### config.mk
export PLATFORM = sky130hd
export DESIGN_NAME = vr_startup_seq
export DESIGN_NICKNAME = d
export VERILOG_FILES = /design/src/rtl/vrseq_pkg.sv /design/src/rtl/vrseq_delay.sv /design/src/rtl/vrseq_ramp.sv /design/src/rtl/vr_startup_seq.sv
export SDC_FILE = /design/constraint.sdc
export NUM_CORES = 1
export LEC_CHECK = 0
export ABC_AREA = 1
export BUFFER_PORTS_ARGS = -buffer_cell sky130_fd_sc_hd__buf_2
export CAP_MARGIN = 20
export CORE_MARGIN = 2
export CORE_UTILIZATION = 38
export DETAILED_ROUTE_END_ITERATION = 16
export GPL_TIMING_DRIVEN = 0
export SLEW_MARGIN = 0
export SYNTH_ARGS = -nofsm -noshare
export SYNTH_HDL_FRONTEND = slang
export SYNTH_SLANG_ARGS = --single-unit
export TNS_END_PERCENT = 30
### constraint.sdc
create_clock -name clk -period 2.3 [get_ports clk]
set_input_delay 0.345 -clock clk [delete_from_list [all_inputs] [get_ports clk]]
set_output_delay 0.345 -clock clk [all_outputs]
set_load 0.1 [all_outputs]
### src/rtl/vrseq_pkg.sv
package vrseq_pkg;

   typedef enum logic [1:0] {
      ST_IDLE = 2'd0,
      ST_PROG = 2'd1,
      ST_SOFT = 2'd2,
      ST_RUN  = 2'd3
   } seq_state_t;

   function automatic int unsigned boot_level(input int unsigned base,
                                              input int unsigned step,
                                              input logic [1:0]  sel);
      return base + step * int'(sel);
   endfunction

endpackage

### src/rtl/vrseq_delay.sv
module vrseq_delay #(
   parameter int unsigned CYC = 2000000
) (
   input  logic clk,
   input  logic rst_n,
   input  logic clear,
   input  logic run,
   output logic done
);
   localparam int unsigned CW = $clog2(CYC + 1);

   generate
      if (CYC < 1) begin : g_bad_cyc
         $error("vrseq_delay: CYC must be at least 1");
      end
   endgenerate

   logic [CW-1:0] cnt;

   assign done = run && (cnt == CW'(CYC - 1));

   always_ff @(posedge clk) begin
      if (!rst_n || clear) begin
         cnt <= '0;
      end else if (run && !done) begin
         cnt <= cnt + 1'b1;
      end
   end

   // the count never passes the programmed window
   p_window_bound_r2: assert property (@(posedge clk) disable iff (!rst_n)
      run |-> (cnt < CW'(CYC)));

endmodule

### src/rtl/vrseq_ramp.sv
module vrseq_ramp #(
   parameter int unsigned DAC_W       = 8,
   parameter int unsigned SLEW_CYC [4] = '{4, 8, 16, 32}
) (
   input  logic             clk,
   input  logic             rst_n,
   input  logic             clear,
   input  logic             active,
   input  logic [1:0]       rate_sel,
   input  logic [DAC_W-1:0] target,
   output logic [DAC_W-1:0] dac,
   output logic             at_target
);
   localparam int unsigned M01  = (SLEW_CYC[0] > SLEW_CYC[1]) ? SLEW_CYC[0] : SLEW_CYC[1];
   localparam int unsigned M23  = (SLEW_CYC[2] > SLEW_CYC[3]) ? SLEW_CYC[2] : SLEW_CYC[3];
   localparam int unsigned MAXI = (M01 > M23) ? M01 : M23;
   localparam int unsigned IW   = $clog2(MAXI + 1);

   generate
      for (genvar i = 0; i < 4; i++) begin : g_rate_chk
         if (SLEW_CYC[i] < 1) begin : g_bad_rate
            $error("vrseq_ramp: every step interval must be at least 1");
         end
      end
   endgenerate

   logic [IW-1:0] tick;
   logic [IW-1:0] limit;

   assign limit     = IW'(SLEW_CYC[rate_sel] - 1);
   assign at_target = (dac == target);

   always_ff @(posedge clk) begin
      if (!rst_n || clear) begin
         dac  <= '0;
         tick <= '0;
      end else if (active && !at_target) begin
         if (tick == limit) begin
            tick <= '0;
            dac  <= (target > dac) ? dac + 1'b1 : dac - 1'b1;
         end else begin
            tick <= tick + 1'b1;
         end
      end else begin
         tick <= '0;
      end
   end

   // a running code moves at most one LSB per cycle
   p_one_lsb_r4: assert property (@(posedge clk) disable iff (!rst_n)
      (!clear && $past(!clear)) |->
         (dac == $past(dac) || dac == $past(dac) + 1'b1 || dac == $past(dac) - 1'b1));

endmodule

### src/rtl/vr_startup_seq.sv
module vr_startup_seq #(
   parameter int unsigned DAC_W        = 8,
   parameter int unsigned DELAY_CYC    = 2000000,
   parameter int unsigned SLEW_CYC [4] = '{4, 8, 16, 32},
   parameter int unsigned BOOT_BASE    = 16,
   parameter int unsigned BOOT_STEP    = 8
) (
   input  logic             clk,
   input  logic             rst_n,
   input  logic             por_ok,
   input  logic             enable,
   input  logic             svc_pin,
   input  logic             svd_pin,
   input  logic [1:0]       slew_sel,
   input  logic             pwr_ok,
   input  logic             cmd_valid,
   input  logic [DAC_W-1:0] cmd_code,
   output logic [DAC_W-1:0] dac_code,
   output logic             power_good,
   output logic             votf
);
   import vrseq_pkg::*;

   localparam int unsigned BOOT_MAX = BOOT_BASE + 3 * BOOT_STEP;

   generate
      if (BOOT_MAX >= (1 << DAC_W)) begin : g_bad_boot
         $error("vr_startup_seq: boot levels exceed the DAC range");
      end
      if (BOOT_BASE == 0) begin : g_bad_base
         $error("vr_startup_seq: boot level zero would skip soft-start");
      end
   endgenerate

   seq_state_t       state;
   logic [1:0]       boot_sel;
   logic [1:0]       rate_q;
   logic [DAC_W-1:0] target_q;
   logic             accept;
   logic             delay_done;
   logic             at_target;
   logic             ramp_clear;

   assign accept     = por_ok && enable;
   assign ramp_clear = !accept || (state == ST_IDLE);

   vrseq_delay #(.CYC(DELAY_CYC)) u_delay (
      .clk   (clk),
      .rst_n (rst_n),
      .clear (state != ST_PROG),
      .run   (state == ST_PROG),
      .done  (delay_done)
   );

   vrseq_ramp #(.DAC_W(DAC_W), .SLEW_CYC(SLEW_CYC)) u_ramp (
      .clk       (clk),
      .rst_n     (rst_n),
      .clear     (ramp_clear),
      .active    ((state == ST_SOFT) || (state == ST_RUN)),
      .rate_sel  (rate_q),
      .target    (target_q),
      .dac       (dac_code),
      .at_target (at_target)
   );

   always_ff @(posedge clk) begin
      if (!rst_n) begin
         state      <= ST_IDLE;
         boot_sel   <= '0;
         rate_q     <= '0;
         target_q   <= '0;
         power_good <= 1'b0;
         votf       <= 1'b0;
      end else if (!accept) begin
         state      <= ST_IDLE;
         target_q   <= '0;
         power_good <= 1'b0;
         votf       <= 1'b0;
      end else begin
         unique case (state)
            ST_IDLE: begin
               boot_sel <= {svc_pin, svd_pin};
               state    <= ST_PROG;
            end
            ST_PROG: begin
               if (delay_done) begin
                  rate_q   <= slew_sel;
                  target_q <= DAC_W'(boot_level(BOOT_BASE, BOOT_STEP, boot_sel));
                  state    <= ST_SOFT;
               end
            end
            ST_SOFT: begin
               if (at_target) begin
                  power_good <= 1'b1;
                  state      <= ST_RUN;
               end
            end
            ST_RUN: begin
               if (pwr_ok && cmd_valid) begin
                  target_q <= cmd_code;
                  votf     <= (cmd_code > dac_code);
               end else if (at_target) begin
                  votf <= 1'b0;
               end
            end
            default: state <= ST_IDLE;
         endcase
      end
   end

   // no ramp activity during the programming window
   p_quiet_delay_r2: assert property (@(posedge clk) disable iff (!rst_n)
      (state == ST_PROG) |-> (dac_code == '0));

   // power-good rises only with the code at its target
   p_pg_at_target_r6: assert property (@(posedge clk) disable iff (!rst_n)
      $rose(power_good) |-> (dac_code == target_q && state == ST_RUN));

   // targets hold while the host has not granted commands
   p_cmd_gate_r7: assert property (@(posedge clk) disable iff (!rst_n)
      (state == ST_RUN && accept && !pwr_ok) |=> $stable(target_q));

   // the flag rises only for an accepted increase
   p_votf_up_r8: assert property (@(posedge clk) disable iff (!rst_n)
      $rose(votf) |-> ($past(cmd_code) > $past(dac_code) && $past(pwr_ok) && $past(cmd_valid)));

   // losing enable or supply clears the outputs
   p_drop_clears_r10: assert property (@(posedge clk) disable iff (!rst_n)
      !accept |=> (dac_code == '0 && !power_good && !votf));

endmodule

# After elaboration in Yosys (flattened, before gate mapping)

Index checks and enable logic that the tools add are counted.
Widths: inputs -> output; s select.

Register bits: 51
Latch bits: 0
Bits in writable memories: 0
Bits in read-only memories: 0
Input port bits: 18
Output and inout bits: 10
Word-level logic and storage cells: 68
Memories kept: 0

$add $sub $neg: 6
Multipliers: 0
Divide/modulo/power cells: 0
Magnitude comparators: 3
Eq/ne operators: 10
Shift-type cells: 0
Multiplexer cells: 12
Bitwise gates (word level): 2
Reduce and logical (&&, ||, !) cells: 26

Operator list:

| cell                  | count |
|---|---|
| $bmux 32 s2           | 1 |
| $mux 8                | 3 |
| $add 21x1->21 const B | 1 |
| $eq 21x21->1 const B  | 1 |
| $gt 8x8->1            | 2 |
| $pmux 8 s2            | 1 |
| $mux 6                | 2 |
| $reduce_and 2->1      | 5 |
| $reduce_and 3->1      | 3 |
| $add 8x1->8 const B   | 1 |
| $eq 8x8->1            | 1 |
| $sub 8x1->8 const B   | 1 |
| $add 5x5->6 const A   | 1 |
| $add 6x1->6 const B   | 1 |
| $eq 6x6->1            | 1 |
| $ne 2x1->1 const B    | 3 |
| $pmux 2 s3            | 1 |
| $sub 6x1->6 const B   | 1 |
| $logic_and 1x1->1     | 5 |
| $eq 2x2->1 const B    | 2 |
| $logic_not 1->1       | 4 |
| $logic_or 1x1->1      | 4 |
| $mux 2                | 2 |
| $reduce_bool 2->1     | 2 |
| other kinds (9)       | 10 |

# Logic depth before layout (Yosys ltp)

Depth after elaboration: 7
Gate-level depth with buffers: 21
Depth with buffers taken out: 21

# Cells and area by module

From an unflattened synthesis, not the netlist that was laid out.

Cell total of the unflattened synthesis: 486
Area total of the unflattened synthesis: 3285.7 um^2

Modules (own cells, without submodules):

| module         | instances | cells each | area an instance (um^2) | sequential area each (um^2) |
|---|---|---|---|---|
| vrseq_delay    | 1         | 195        | 1213.7                  | 420.4 |
| vrseq_ramp     | 1         | 155        | 1102.3                  | 280.3 |
| vr_startup_seq | 1         | 136        | 969.7                   | 320.3 |

# Least setup slack after synthesis

Ideal clock, no wire load.

Path kind: register -> register
Start point: register u_ramp.dac[1]
End point: register u_ramp.dac[7]
Library setup time: 0.117 ns
Arrival time: 3.123 ns
Required time: 2.183 ns
Path slack: -0.940 ns
Stages on the path, launching flop included: 19
Path buffers: 0
Clock period less this slack: 3.240 ns
Cells stage by stage: dfxtp_1 -> inv_1 -> ha_1 -> nand2_1 -> nand2_1 -> nand2_1 -> nand2_1 -> nand2_1 -> nand2_1 -> nand2_1 -> ha_1 -> nand3_1 -> nand3_1 -> a21oi_1 -> nand3_1 -> nand2_1 -> nor2_1 -> nor2_1 -> nor2_1

Word-level cells in the longest chain between the ends: 4

Ends and longest elaborated chain:

| item                                                                | RTL line         | source |
|---|---|---|
| start: declaration                                                  | vrseq_ramp.sv:11 | `output logic [DAC_W-1:0] dac,` |
| start signal: assignment                                            | vrseq_ramp.sv:40 | `dac <= (target > dac) ? dac + 1'b1 : dac - 1'b1;` |
| parallel branches: the longest is 4 deep, another holds $sub 8x1->8 | --               |  |

Several ways; the timed one is not identified.
A chain may end at the register's enable or synchronous reset.

# Final worst setup path

Start point: register u_ramp.dac[7]
End point: register u_ramp.dac[7]

The elaborated chain is that of the path after synthesis.

==> flow_summary.json <==
{
  "wl_um": 7950,
  "critical_path.n_buffers_inverters": 2,
  "synth_enable_flop_cells": 0,
  "synth_area_leaders": "dfxtp_1, nand2_1, ha_1",
  "cp.arrival_ns": 2.54,
  "final_cell_area_sq_um": 4100,
  "setup_tns_ns": -0.0182,
  "final_cell_mix": "nand2_1, inv_1, nor2_1",
  "path_cells": "inv_4, ha_4, nand2_4, nor2_1, nor2_4, nand2_4, nand2_8, ha_4, buf_4, nand2_2, nor2_2, a21oi_4, nand3_2, nand2_2, nor2_1, nor2_1, nor2_1",
  "clock-skew-final_ns": 0.0110,
  "peakVddDrop_mv": 0.219,
  "setup_slack_ns": -0.0182,
  "rsz0062_at_grt": "yes",
  "post-place-cells": 603,
  "syn_nets": 519,
  "crit_path_end_kind": "register",
  "root_buffer": "clkbuf_8",
  "clkLatencyLatePin_ns": 0.32,
  "die_w_um": 96.5,
  "viasPerCell": 4.95,
  "area_growth_syn_to_layout_pct": 26.2,
  "crit_slowest_cell": "dfxtp_4",
  "numClockSinks": 51,
  "yosysTopAreaCellShare": 0.314,
  "syn_area_per_cell_sq_um": 6.90,
  "nets": 573,
  "synth-async-reset-ratio": 0,
  "fin_crit_sh": 1.01,
  "grt_pass1_wl_um": 12800,
  "die_y_um": 96.5,
  "min_path_type": "in -> reg",
  "antenna_found_initial": 0,
  "drc_errors": 0,
  "rows": 33,
  "dr.pass1.iters": 4,
  "place_area_sq_um": 3740,
  "hold_violations": 0,
  "vias": 3121,
  "dp_hpwl_um": 5960,
  "drt.antenna.violating_nets": 0,
  "wl_per_cell_um": 12.6,
  "slew_headroom": 0.619,
  "drive_gt1_frac": 0.251,
  "fmax_mhz": 431,
  "syn_area_sq_um": 3250,
  "worst_path_most_repeated_cell": "nor2_1",
  "ys_seq_area_frac": 0.314,
  "fp.dieArea_sq_um": 9310,
  "cts_buffer_depth": 2,
  "yosysUniqueCellTypes": 37,
  "start_util": 0.394,
  "grt_pass1_vias": 2831,
  "violations": "setup timing",
  "criticalPathCategory": "reg -> reg",
  "grt_usage": 0.176,
  "synthCells": 471,
  "leakage_nw": 1.62,
  "fin_cells": 631,
  "portBuffers": 27,
  "clk_pin_slew_ns": 0.10,
  "worstMarginPinSlew_ns": 0.567,
  "crit_fanout": 8,
  "start_kind": "register",
  "place_ws_ns": -0.190,
  "critPathTopFamily": "simple AND/OR/NAND/NOR gates",
  "synth_area_leader_cell": "dfxtp_1",
  "drv_cap": 0,
  "core_sq_um": 8260,
  "grt_max_degree": 18,
  "io_pins": 28,
  "slew_violations": 0,
  "h-tree-depth": 2,
  "tritoncts": "built",
  "ys_seq_elements": 51,
  "fin_crit_ns": 2.32,
  "drtIter0Drc": 92,
  "power_density_nw_per_um2": 381,
  "critPathRequiredTime_ns": 2.52,
  "setup_violations": 1,
  "num_antenna_cells": 0,
  "status": "finished with violations",
  "final_common_cell": "nand2_1",
  "grt.overflow.total": 0,
  "synth_ff_type": "dfxtp_1",
  "gp_congestion": 0.915,
  "slowest_delay_ns": 0.38,
  "numCtsBuffers": 5,
  "yosysWarnings": 0
}
cells by family after synthesis:
logic type,synth area share
xor gates and xnor gates,0.0350
adders and majority gates,0.118
and+or+nand+nor,0.313
DFF,0.314
buffers and inverters,0.0878
AOI/OAI and AO/OA,0.132
layer usage:
layer	up-vias	GRT usage	share of wire
met1	1416	0.250	0.51
met3	8	0.0279	0.039
li1	1644	-	-
met4	0	0.0411	0.012
met5	-	0	0
met2	53	0.282	0.44
flip-flops by register name, summed over array words and instances, names as in the netlist:
register     flops
boot_sel         2
power_good       1
rate_q           2
state            2
target_q         8
u_delay.cnt     21
u_ramp.dac       8
u_ramp.tick      6
votf             1
where the power goes:
part	switching, mW	internal [mW]	total, mW
Combinational	0.0750	0.0502	0.125
Sequential	0.00331	0.877	0.880
Clock	0.341	0.219	0.559
Total	0.419	1.15	1.56
cells in the mapped netlist, types with 2 or more instances:
library cell    n
a21oi_1        47
a31oi_1         2
buf_2           2
buf_6           2
dfxtp_1        51
ha_1           29
inv_1          59
inv_2           3
nand2_1       114
nand2_4         2
nand3_1        26
nand3b_1        3
nand4_1        10
nor2_1         51
nor3_1          9
nor3_4          2
o21ai_0        26
o21ai_1         3
xnor2_1         4
xor2_1          9
worst register-to-register path, delay by kind of cell, from the launching register on:
family / cells / cell delay (ns)
flip-flops: 1 / 0.38
AO/OA/AOI/OAI: 1 / 0.17
AND/OR/NAND/NOR: 12 / 0.96
adder cells (fa/ha/maj): 2 / 0.55
buffers and inverters: 2 / 0.18
path summary, 6_finish.rpt:
path	startpoint	to	slack, ns	cells after the start
setup reg to reg	u_ramp.dac[7]$_SDFFE_PP0P_	u_ramp.dac[7]$_SDFFE_PP0P_	-0.02	17
hold reg to reg	power_good$_SDFFE_PN0P_	power_good$_SDFFE_PN0P_	0.47	2
setup / recovery	u_ramp.dac[7]$_SDFFE_PP0P_	u_ramp.dac[7]$_SDFFE_PP0P_	-0.02	17
hold / removal	slew_sel[1]	rate_q[1]$_SDFFE_PN0P_	0.25	3
timing repair:
action | CTS | global route
pin swaps | 5 | 20
buffers inserted | 6 | 14
hold buffers | 0 | 0
gates resized for setup | 10 | 20
endpoints found under the setup margin | 4 | 7
metrics by stage:
step                power [mW]  hold WS [ns]  utilization
global placement          1.01         0.445        0.453
CTS                       1.57         0.239        0.475
floorplan                0.972         0.424            -
global route              1.62         0.244        0.497
detailed placement        1.01         0.452        0.453
finish                    1.56         0.245        0.497
area by class of cell:
type	count	area (sq um)
Buffer	6	43.8
Clock buffer	5	68.8
Clock inverter	3	25.0
Fill cell	851	4160
Inverter	63	254
Multi-Input combinational cell	351	2240
Sequential cell	51	1050
Tap cell	105	131
Timing Repair Buffer	47	285
Power figures use the tool's default switching activity.
